==> config.mk <==
export PLATFORM = sky130hd
export DESIGN_NAME = thr_quantizer
export DESIGN_NICKNAME = d
export VERILOG_FILES = /design/src/rtl/thr_pkg.sv /design/src/rtl/thr_lod.sv /design/src/rtl/thr_lin_seq.sv /design/src/rtl/thr_store.sv /design/src/rtl/thr_quantizer.sv
export SDC_FILE = /design/constraint.sdc
export NUM_CORES = 1
export LEC_CHECK = 0
export ABC_CLOCK_PERIOD_IN_PS = 3300
export BUFFER_PORTS_ARGS = -buffer_cell sky130_fd_sc_hd__buf_2
export CAP_MARGIN = 25
export CORE_MARGIN = 3
export CORE_UTILIZATION = 60
export DETAILED_ROUTE_END_ITERATION = 8
export PLACE_DENSITY = 0.86
export SLEW_MARGIN = 20
export SYNTH_ARGS = -nofsm -noshare
export SYNTH_HDL_FRONTEND = slang
export SYNTH_SLANG_ARGS = --single-unit
==> constraint.sdc <==
create_clock -name clk -period 3.3 [get_ports clk]
set_clock_uncertainty 0.1 [all_clocks]
set_input_delay 0.66 -clock clk [delete_from_list [all_inputs] [get_ports clk]]
set_output_delay 0.66 -clock clk [all_outputs]
set_load 0.005 [all_outputs]
==> src/rtl/thr_pkg.sv <==
package thr_pkg;
  localparam int unsigned PCT_FULL = 100;

  // Limit a request to the configured maximum.
  function automatic logic [6:0] f_clamp(input logic [6:0] v, input logic [6:0] mx);
    return (v > mx) ? mx : v;
  endfunction

  // Linear precision step; a maximum of 100 or more degenerates to step 1.
  function automatic logic [6:0] f_step(input logic [6:0] mx);
    if (32'(mx) >= PCT_FULL) return 7'd1;
    return 7'(PCT_FULL) - mx;
  endfunction
endpackage

==> src/rtl/thr_lod.sv <==
module thr_lod #(
  parameter int VAL_W = 7
) (
  input  logic [VAL_W-1:0] val,
  output logic [VAL_W-1:0] pow2
);
  logic [VAL_W-1:0] hi;

  generate
    for (genvar i = 0; i < VAL_W; i++) begin : g_bit
      if (i == VAL_W - 1) begin : g_top
        assign hi[i] = val[i];
      end else begin : g_low
        assign hi[i] = val[i] & ~(|val[VAL_W-1:i+1]);
      end
    end
  endgenerate

  assign pow2 = hi;

  // the detector marks at most one bit
  always_comb begin
    a_r5_lod_onehot: assert ($onehot0(hi)) else $error("leading-one not one-hot");
  end
endmodule

==> src/rtl/thr_lin_seq.sv <==
module thr_lin_seq #(
  parameter int VAL_W = 7
) (
  input  logic             clk,
  input  logic             rst_n,
  input  logic             start,
  input  logic [VAL_W-1:0] val,
  input  logic [VAL_W-1:0] step,
  output logic             busy,
  output logic             fin,
  output logic [VAL_W-1:0] result
);
  logic             busy_q;
  logic [VAL_W-1:0] val_q, rem_q, step_q;

  always_ff @(posedge clk or negedge rst_n) begin
    if (!rst_n) begin
      busy_q <= 1'b0;
      val_q  <= '0;
      rem_q  <= '0;
      step_q <= VAL_W'(1);
    end else if (start) begin
      busy_q <= 1'b1;
      val_q  <= val;
      rem_q  <= val;
      step_q <= step;
    end else if (fin) begin
      busy_q <= 1'b0;
    end else if (busy_q) begin
      rem_q <= rem_q - step_q;
    end
  end

  assign fin    = busy_q && (rem_q < step_q);
  assign busy   = busy_q;
  assign result = val_q - rem_q;

  // every non-final cycle strictly shrinks the remainder
  a_r4_rem_shrinks: assert property (@(posedge clk) disable iff (!rst_n)
    busy_q && !fin |=> rem_q < $past(rem_q));

  // a new run never starts over a running one
  a_r7_no_restart: assert property (@(posedge clk) disable iff (!rst_n)
    start |-> !busy_q);
endmodule

==> src/rtl/thr_store.sv <==
module thr_store #(
  parameter int NUM_CLS = 8,
  parameter int VAL_W   = 7,
  localparam int CLS_W  = $clog2(NUM_CLS)
) (
  input  logic             clk,
  input  logic             rst_n,
  input  logic             wr_en,
  input  logic [CLS_W-1:0] wr_cls,
  input  logic [VAL_W-1:0] wr_data,
  input  logic [CLS_W-1:0] rd_cls,
  output logic [VAL_W-1:0] rd_val
);
  logic [VAL_W-1:0] tbl [NUM_CLS];
  logic [VAL_W-1:0] rd_q;

  always_ff @(posedge clk or negedge rst_n) begin
    if (!rst_n) begin
      for (int i = 0; i < NUM_CLS; i++) tbl[i] <= '0;
      rd_q <= '0;
    end else begin
      if (wr_en) tbl[wr_cls] <= wr_data;
      rd_q <= tbl[rd_cls];
    end
  end

  assign rd_val = rd_q;

  // a write lands in the addressed entry
  a_r6_write_lands: assert property (@(posedge clk) disable iff (!rst_n)
    wr_en |=> tbl[$past(wr_cls)] == $past(wr_data));
endmodule

==> src/rtl/thr_quantizer.sv <==
module thr_quantizer #(
  parameter int NUM_CLS = 8,
  parameter int VAL_W   = 7,
  localparam int CLS_W  = $clog2(NUM_CLS)
) (
  input  logic             clk,
  input  logic             rst_n,
  input  logic             cfg_nonlin,
  input  logic [VAL_W-1:0] cfg_max,
  input  logic             req_valid,
  input  logic [CLS_W-1:0] req_cls,
  input  logic [VAL_W-1:0] req_val,
  output logic             busy,
  output logic             done,
  output logic [VAL_W-1:0] done_val,
  output logic             done_clamp,
  input  logic [CLS_W-1:0] rd_cls,
  output logic [VAL_W-1:0] rd_val
);
  import thr_pkg::*;

  logic             accept, lin_start, seq_busy, seq_fin;
  logic [VAL_W-1:0] clamped, step, pow2, seq_res;
  logic             nl_pend, clamp_q;
  logic [VAL_W-1:0] nl_res;
  logic [CLS_W-1:0] cls_q;
  logic             wr_en;
  logic [VAL_W-1:0] wr_data;
  logic             done_q, done_clamp_q;
  logic [VAL_W-1:0] done_val_q;

  assign accept    = req_valid && !busy;
  assign clamped   = VAL_W'(f_clamp(7'(req_val), 7'(cfg_max)));
  assign step      = VAL_W'(f_step(7'(cfg_max)));
  assign lin_start = accept && !cfg_nonlin;

  thr_lod #(.VAL_W(VAL_W)) u_lod (.val(clamped), .pow2(pow2));

  thr_lin_seq #(.VAL_W(VAL_W)) u_seq (
    .clk(clk), .rst_n(rst_n), .start(lin_start), .val(clamped), .step(step),
    .busy(seq_busy), .fin(seq_fin), .result(seq_res));

  always_ff @(posedge clk or negedge rst_n) begin
    if (!rst_n) begin
      nl_pend <= 1'b0;
      nl_res  <= '0;
      cls_q   <= '0;
      clamp_q <= 1'b0;
    end else begin
      nl_pend <= accept && cfg_nonlin;
      if (accept) begin
        nl_res  <= pow2;
        cls_q   <= req_cls;
        clamp_q <= req_val > cfg_max;
      end
    end
  end

  assign busy    = seq_busy || nl_pend;
  assign wr_en   = seq_fin || nl_pend;
  assign wr_data = nl_pend ? nl_res : seq_res;

  thr_store #(.NUM_CLS(NUM_CLS), .VAL_W(VAL_W)) u_store (
    .clk(clk), .rst_n(rst_n), .wr_en(wr_en), .wr_cls(cls_q), .wr_data(wr_data),
    .rd_cls(rd_cls), .rd_val(rd_val));

  always_ff @(posedge clk or negedge rst_n) begin
    if (!rst_n) begin
      done_q       <= 1'b0;
      done_val_q   <= '0;
      done_clamp_q <= 1'b0;
    end else begin
      done_q <= wr_en;
      if (wr_en) begin
        done_val_q   <= wr_data;
        done_clamp_q <= clamp_q;
      end
    end
  end

  assign done       = done_q;
  assign done_val   = done_val_q;
  assign done_clamp = done_clamp_q;

  // done is a single-cycle pulse
  a_r8_done_pulse: assert property (@(posedge clk) disable iff (!rst_n)
    done |=> !done);

  // nothing is running when a result is reported
  a_r8_done_idle: assert property (@(posedge clk) disable iff (!rst_n)
    done |-> !busy);

  // a power-of-two result follows its acceptance by one edge
  a_r5_one_cycle: assert property (@(posedge clk) disable iff (!rst_n)
    accept && cfg_nonlin |=> wr_en && !seq_busy);

  // a clamped result never exceeds the maximum seen at acceptance
  a_r2_clamp_bound: assert property (@(posedge clk) disable iff (!rst_n)
    accept |-> clamped <= cfg_max);
endmodule

# Word-level counts from Yosys, hierarchy flattened
# Index checks and enable logic that the tools add are counted.
[word_totals]
ff_bits = 106
latchBits = 0
ramBits = 0
mem_bits_ro = 0
inputBits = 24
output_inout_bits = 17
wordCells = 77
memories = 0
[classes]
n_addsub = 3
mul = 0
div = 0
magnitude_cmp = 6
eq_ne = 1
n_shift = 0
n_mux = 16
bitwise = 14
n_reduce_logical = 17
[ops]
columns = ["cell", "count"]
rows = [
  ["7-bit 2-to-1 mux", 10],
  ["56-bit bitwise mux", 1],
  ["7-bit binary-select mux with 3-bit select", 1],
  ["7-bit demux with 3-bit select", 1],
  ["7-bit subtractor", 2],
  ["4-bit >= comparator, second input constant", 2],
  ["3-bit NOT with 4-bit output", 2],
  ["7-bit >= comparator, second input constant", 1],
  ["7-bit > comparator", 1],
  ["7-bit < comparator", 1],
  ["7-bit subtractor, first input constant", 1],
  ["1-bit AND", 6],
  ["1-bit NOT", 6],
  ["6-bit OR reduction", 1],
  ["1-bit logical AND", 5],
  ["5-bit OR reduction", 1],
  ["4-bit by 1-bit < comparator with 1-bit output, second input constant", 1],
  ["2-bit nonzero test", 2],
  ["4-bit OR reduction", 1],
  ["1-bit 2-to-1 mux", 3],
  ["3-bit OR reduction", 1],
  ["1-bit logical NOT", 2],
  ["1-bit logical OR", 2],
  ["2-bit != test, second input constant", 1],
  ["other kinds (2)", 2],
]

# Longest topological paths before layout
[depth]
depth_word = 6
mapped_depth = 10
depth_no_buf = 10

# Modules after synthesis
# From an unflattened synthesis, not the netlist that was laid out.
[unflattened]
hier_cells = 470
area_unflattened_um2 = 5713.0
[by_module_without_submodules]
columns = ["mod", "instances", "cells_each", "area_per_inst_um2", "seq_area_each_um2"]
rows = [
  ["thr_store", 1, 159, 2810.2, 1576.5],
  ["thr_lin_seq", 1, 166, 1486.4, 551.8],
  ["thr_quantizer", 1, 136, 1345.0, 525.5],
  ["thr_lod", 1, 9, 71.3, 0.0],
]

# Least setup slack after synthesis
# No wires, ideal clock.
[synth_timing]
path_type = "input-to-reg"
from = "input port cfg_max[1]"
to = "register u_seq.rem_q[5]"
setup_ps = 126
arrival_ps = 2426
required_ps = 3074
slack_ps = 647
stages = 8
n_path_buf = 0
cell_sequence = "inv_1 > ha_1 > a2111oi_4 > nor2_2 > a31oi_4 > mux2i_1 > nor2_1 > a221o_1"
[synth_via]
elab_chain_len = 3
[synth_rtl]
columns = ["element", "line", "text"]
rows = [
  ["from (decl)", "thr_quantizer.sv:9", "input logic [VAL_W-1:0] cfg_max,"],
  ["7-bit > comparator", "thr_pkg.sv:6", "return (v > mx) ? mx : v;"],
  ["7-bit 2-to-1 mux", "thr_pkg.sv:6", ""],
  ["7-bit 2-to-1 mux", "thr_lin_seq.sv:22", "end else if (start) begin"],
  ["to (signal assigned)", "thr_lin_seq.sv:25", "rem_q <= val;"],
  ["to (signal assigned)", "thr_lin_seq.sv:30", "rem_q <= rem_q - step_q;"],
  ["to (decl)", "thr_lin_seq.sv:14", "logic [VAL_W-1:0] val_q, rem_q, step_q;"],
]
# Every way passes these cells.
# A chain may end at the register's enable or synchronous reset.

# Final worst setup path
[layout_timing]
from = "register u_seq.rem_q[1]"
to = "register u_store.tbl[18] (netlist bit)"
[layout_via]
elab_chain_len = 3
elab_cells_between_ends = 6
cone_classes = "add/sub: 1; order compare: 1; mux: 2; reduce/logical: 2"
[layout_rtl]
columns = ["element", "line", "text"]
rows = [
  ["7-bit subtractor or 7-bit < comparator (tied branches)", "thr_lin_seq.sv:36, thr_lin_seq.sv:34", ""],
  ["7-bit 2-to-1 mux or 1-bit logical AND (tied branches)", "thr_quantizer.sv:61, thr_lin_seq.sv:34", ""],
  ["56-bit bitwise mux or 1-bit logical OR (tied branches)", "thr_store.sv:22, thr_quantizer.sv:60", ""],
  ["to (signal, indexed assignment)", "thr_store.sv:22", "if (wr_en) tbl[wr_cls] <= wr_data;"],
  ["to (decl)", "thr_store.sv:14", "logic [VAL_W-1:0] tbl [NUM_CLS];"],
]
# Several ways; a longest one is shown, not always the timed one.

==> reports/results.tsv <==
metric	value	unit
status	complete, no violations	
Initial Util	62.1	%
Yosys cell types	64	
root buf cell	clkbuf_8	
combinational share of power	49.7	%
Worst Path Max Fanout	17	
Worst Reg-to-Reg Cells	8	
drt total wl	11900	um
clk slew on worst S/H paths	0.11	ns
first-pass GRT wire length	20500	um
Hold Buf Count CTS	0	
slew margin rel.	49.5	%
vias in the first global route	4219	
Vias	3918	
worst slew pin tran	0.757	ns
P_int	3.58	mW
leakage	2.96	nW
pwr dens	945	mW/mm^2
DR pass1 iterations	4	
sequential fraction of the synthesis area	46.0	%
DP Area	0.00611	mm^2
CTS H-tree depth	3	
Hold Crit Class	in2async	
Overflow after GRT	0	
synth top area cells	dfrtp_1 46%, mux2_2 13%, mux4_2 5.5%	
HPWL Detailed	8840	um
Crit Path Category	reg2reg	
sequential share of power	37.7	%
Reg2Reg Setup Slack	0.55	ns
Clock Path Buffers	2	
RePlAce Congestion	0.893	
fraction of layout cells with a size suffix above 1	32.4	%
Sw Share	39.8	%
Synth area leader	dfrtp_1	
pre-CTS setup slack	0.350	ns
die width	104	um
Clk network pwr share	12.6	%
clk_lat worst skew	0.37	ns
drt wl/cell	18.1	um
PortBufs	40	
Via density	5.99	
antenna cells	0	
largest net degree at the start of global routing	79	
RSZ-0062 raised after global routing	false	
crit share post-route	83.2	%
VDD IR-drop max	0.445	mV
clock sinks	106	
Syn Nets	525	
Post-Syn Area	0.00577	mm^2
Layout Nets	567	
synthesized area per cell	12.1	um^2
All-Layer GR Usage	23.5	%
Cells after Synth	478	
core area	0.00928	mm^2
Final setup viols	0	
CTS tree	done	
Die Y	104	um
overall power	5.95	mW
crit path launch type	register	
initial antenna violation count	0	
most common library cells after synthesis	105 x dfrtp_1, 66 x mux2_2, 39 x nand2_1	
Setup Total Neg Slack	0	ns
Die ar.	0.0108	mm^2
NetSw	2.37	mW
share of the synthesized area in the top cell type	45.6	%
placement row count	35	
post-synthesis register bit count	106	
minimum clock period	2.75	ns
number of CTS-inserted buffers	9	
post-route ant nets	0	
most common cell in the netlist	dfrtp_1	
Crit-path slowest cell	dfrtp_1	
FF-to-FF End	u_store.tbl[18]	
Worst EP required	3.46	ns
Main synth FF type	dfrtp_1	
Area Growth Syn to Fin	9.27	%
initial drt markers	157	
Max Cap Viol	0	
DRC Markers	0	
Worst setup EP type	register	
Top Ports	41	
Synth async-reset ratio	100	%
setup ws final	0.553	ns
CTS resizes	0	
YS warnings	0	
f_max	0.364	GHz
crit path cell chain	ha_1 > nor2b_1 > o21a_1 > o21ai_2 > a211oi_4 > nor2_8 > nand4b_4 > mux2_2	
max-slew violations	0	
worst r2r src	u_seq.rem_q[1]	
crit-path max cell delay	0.45	ns
Final Hold Vio Count	0	
setup bufs post-CTS	0	
fin area	0.00630	mm^2
arrival time at the worst endpoint	2.90	ns
EDFF count, synth	0	
-- metal layers --
metal | up-vias | global-route usage (%) | wire length [um]
li1 | 1818 | - | -
met1 | 1979 | 29.1 | 4950
met2 | 100 | 41.3 | 6140
met3 | 21 | 4.97 | 519
met4 | 0 | 7.60 | 263
met5 | - | 0 | 0
-- worst max path at each step --
stage / from / end / slack (ns) / depth (start not counted)
after floorplan: cfg_max[1] / u_seq.rem_q[5] / 0.65 / 8
after global placement: cfg_max[1] / u_seq.rem_q[5] / 0.44 / 9
after detailed placement: cfg_max[2] / u_seq.rem_q[5] / 0.35 / 10
after CTS: u_seq.step_q[1] / u_store.tbl[18] / 0.56 / 9
after global routing: u_seq.step_q[1] / u_store.tbl[18] / 0.41 / 9
final: u_seq.rem_q[1] / u_store.tbl[18] / 0.55 / 8
-- kinds of logic after synthesis --
| kind of cell | Yosys count | synth area share [%] |
|---|---|---|
| adders and majority gates | 23 | 5.25 |
| and+or+nand+nor | 113 | 11.6 |
| buffers and inverters | 46 | 3.41 |
| muxes | 90 | 20.7 |
| xor gates and xnor gates | 10 | 1.52 |
| DFF | 106 | 46.0 |
| AOI/OAI and AO/OA | 90 | 11.5 |
-- layout by cell type, fill, tap and decap left out, drive strengths merged, types with 14 or more instances in the layout --
cell,synthesis,routed
inv,29,32
mux4,14,14
dfrtp,105,105
mux2,73,73
ha,21,21
buf,9,48
nor2,25,25
nand2,41,41
o21ai,33,33
-- worst max-delay path, delay by kind of cell, from the launching register on --
family / cells / cell delay (ns)
AOI/OAI and AO/OA: 3 / 0.57
adders and majority gates: 1 / 0.29
and+or+nand+nor: 3 / 0.87
DFF: 1 / 0.45
muxes: 1 / 0.35
-- power groups by stage --
stage | sequential (mW) | combinational (mW) | clock (mW)
6_report | 2.24 | 2.96 | 0.751
5_1_grt | 2.31 | 3.28 | 0.821
4_1_cts | 2.24 | 2.98 | 0.769
3_5_place_dp | 2.26 | 2.95 | 0
3_3_place_gp | 2.21 | 2.80 | 0
2_1_floorplan | 2.11 | 2.35 | 0
-- metrics by stage --
step	util, %	hold WS [ns]	instances
3_3_place_gp	65.9	0.375	638
4_1_cts	67.9	0.0965	654
3_5_place_dp	65.9	0.379	638
2_1_floorplan	-	0.264	478
5_1_grt	67.9	0.104	654
6_report	67.9	0.0891	654
-- registers in the layout, indices dropped and copies added, names as in the netlist --
name,flops
cls_q,3
u_store.rd_val,7
nl_res,7
done,1
u_seq.step_q,7
u_seq.rem_q,7
u_seq.busy,1
u_store.tbl,56
done_clamp,1
done_val,7
clamp_q,1
nl_pend,1
u_seq.val_q,7
-- area by class of cell --
cell class                      count  area, um^2
Fill cell                         721        2980
Multi-Input combinational cell    326        2920
Sequential cell                   106        2650
Timing Repair Buffer               48         275
Tap cell                          129         161
Clock buffer                       10         128
Inverter                           29         109
Clock inverter                      6        57.6
Note: power is estimated with default switching activity, not from simulation.
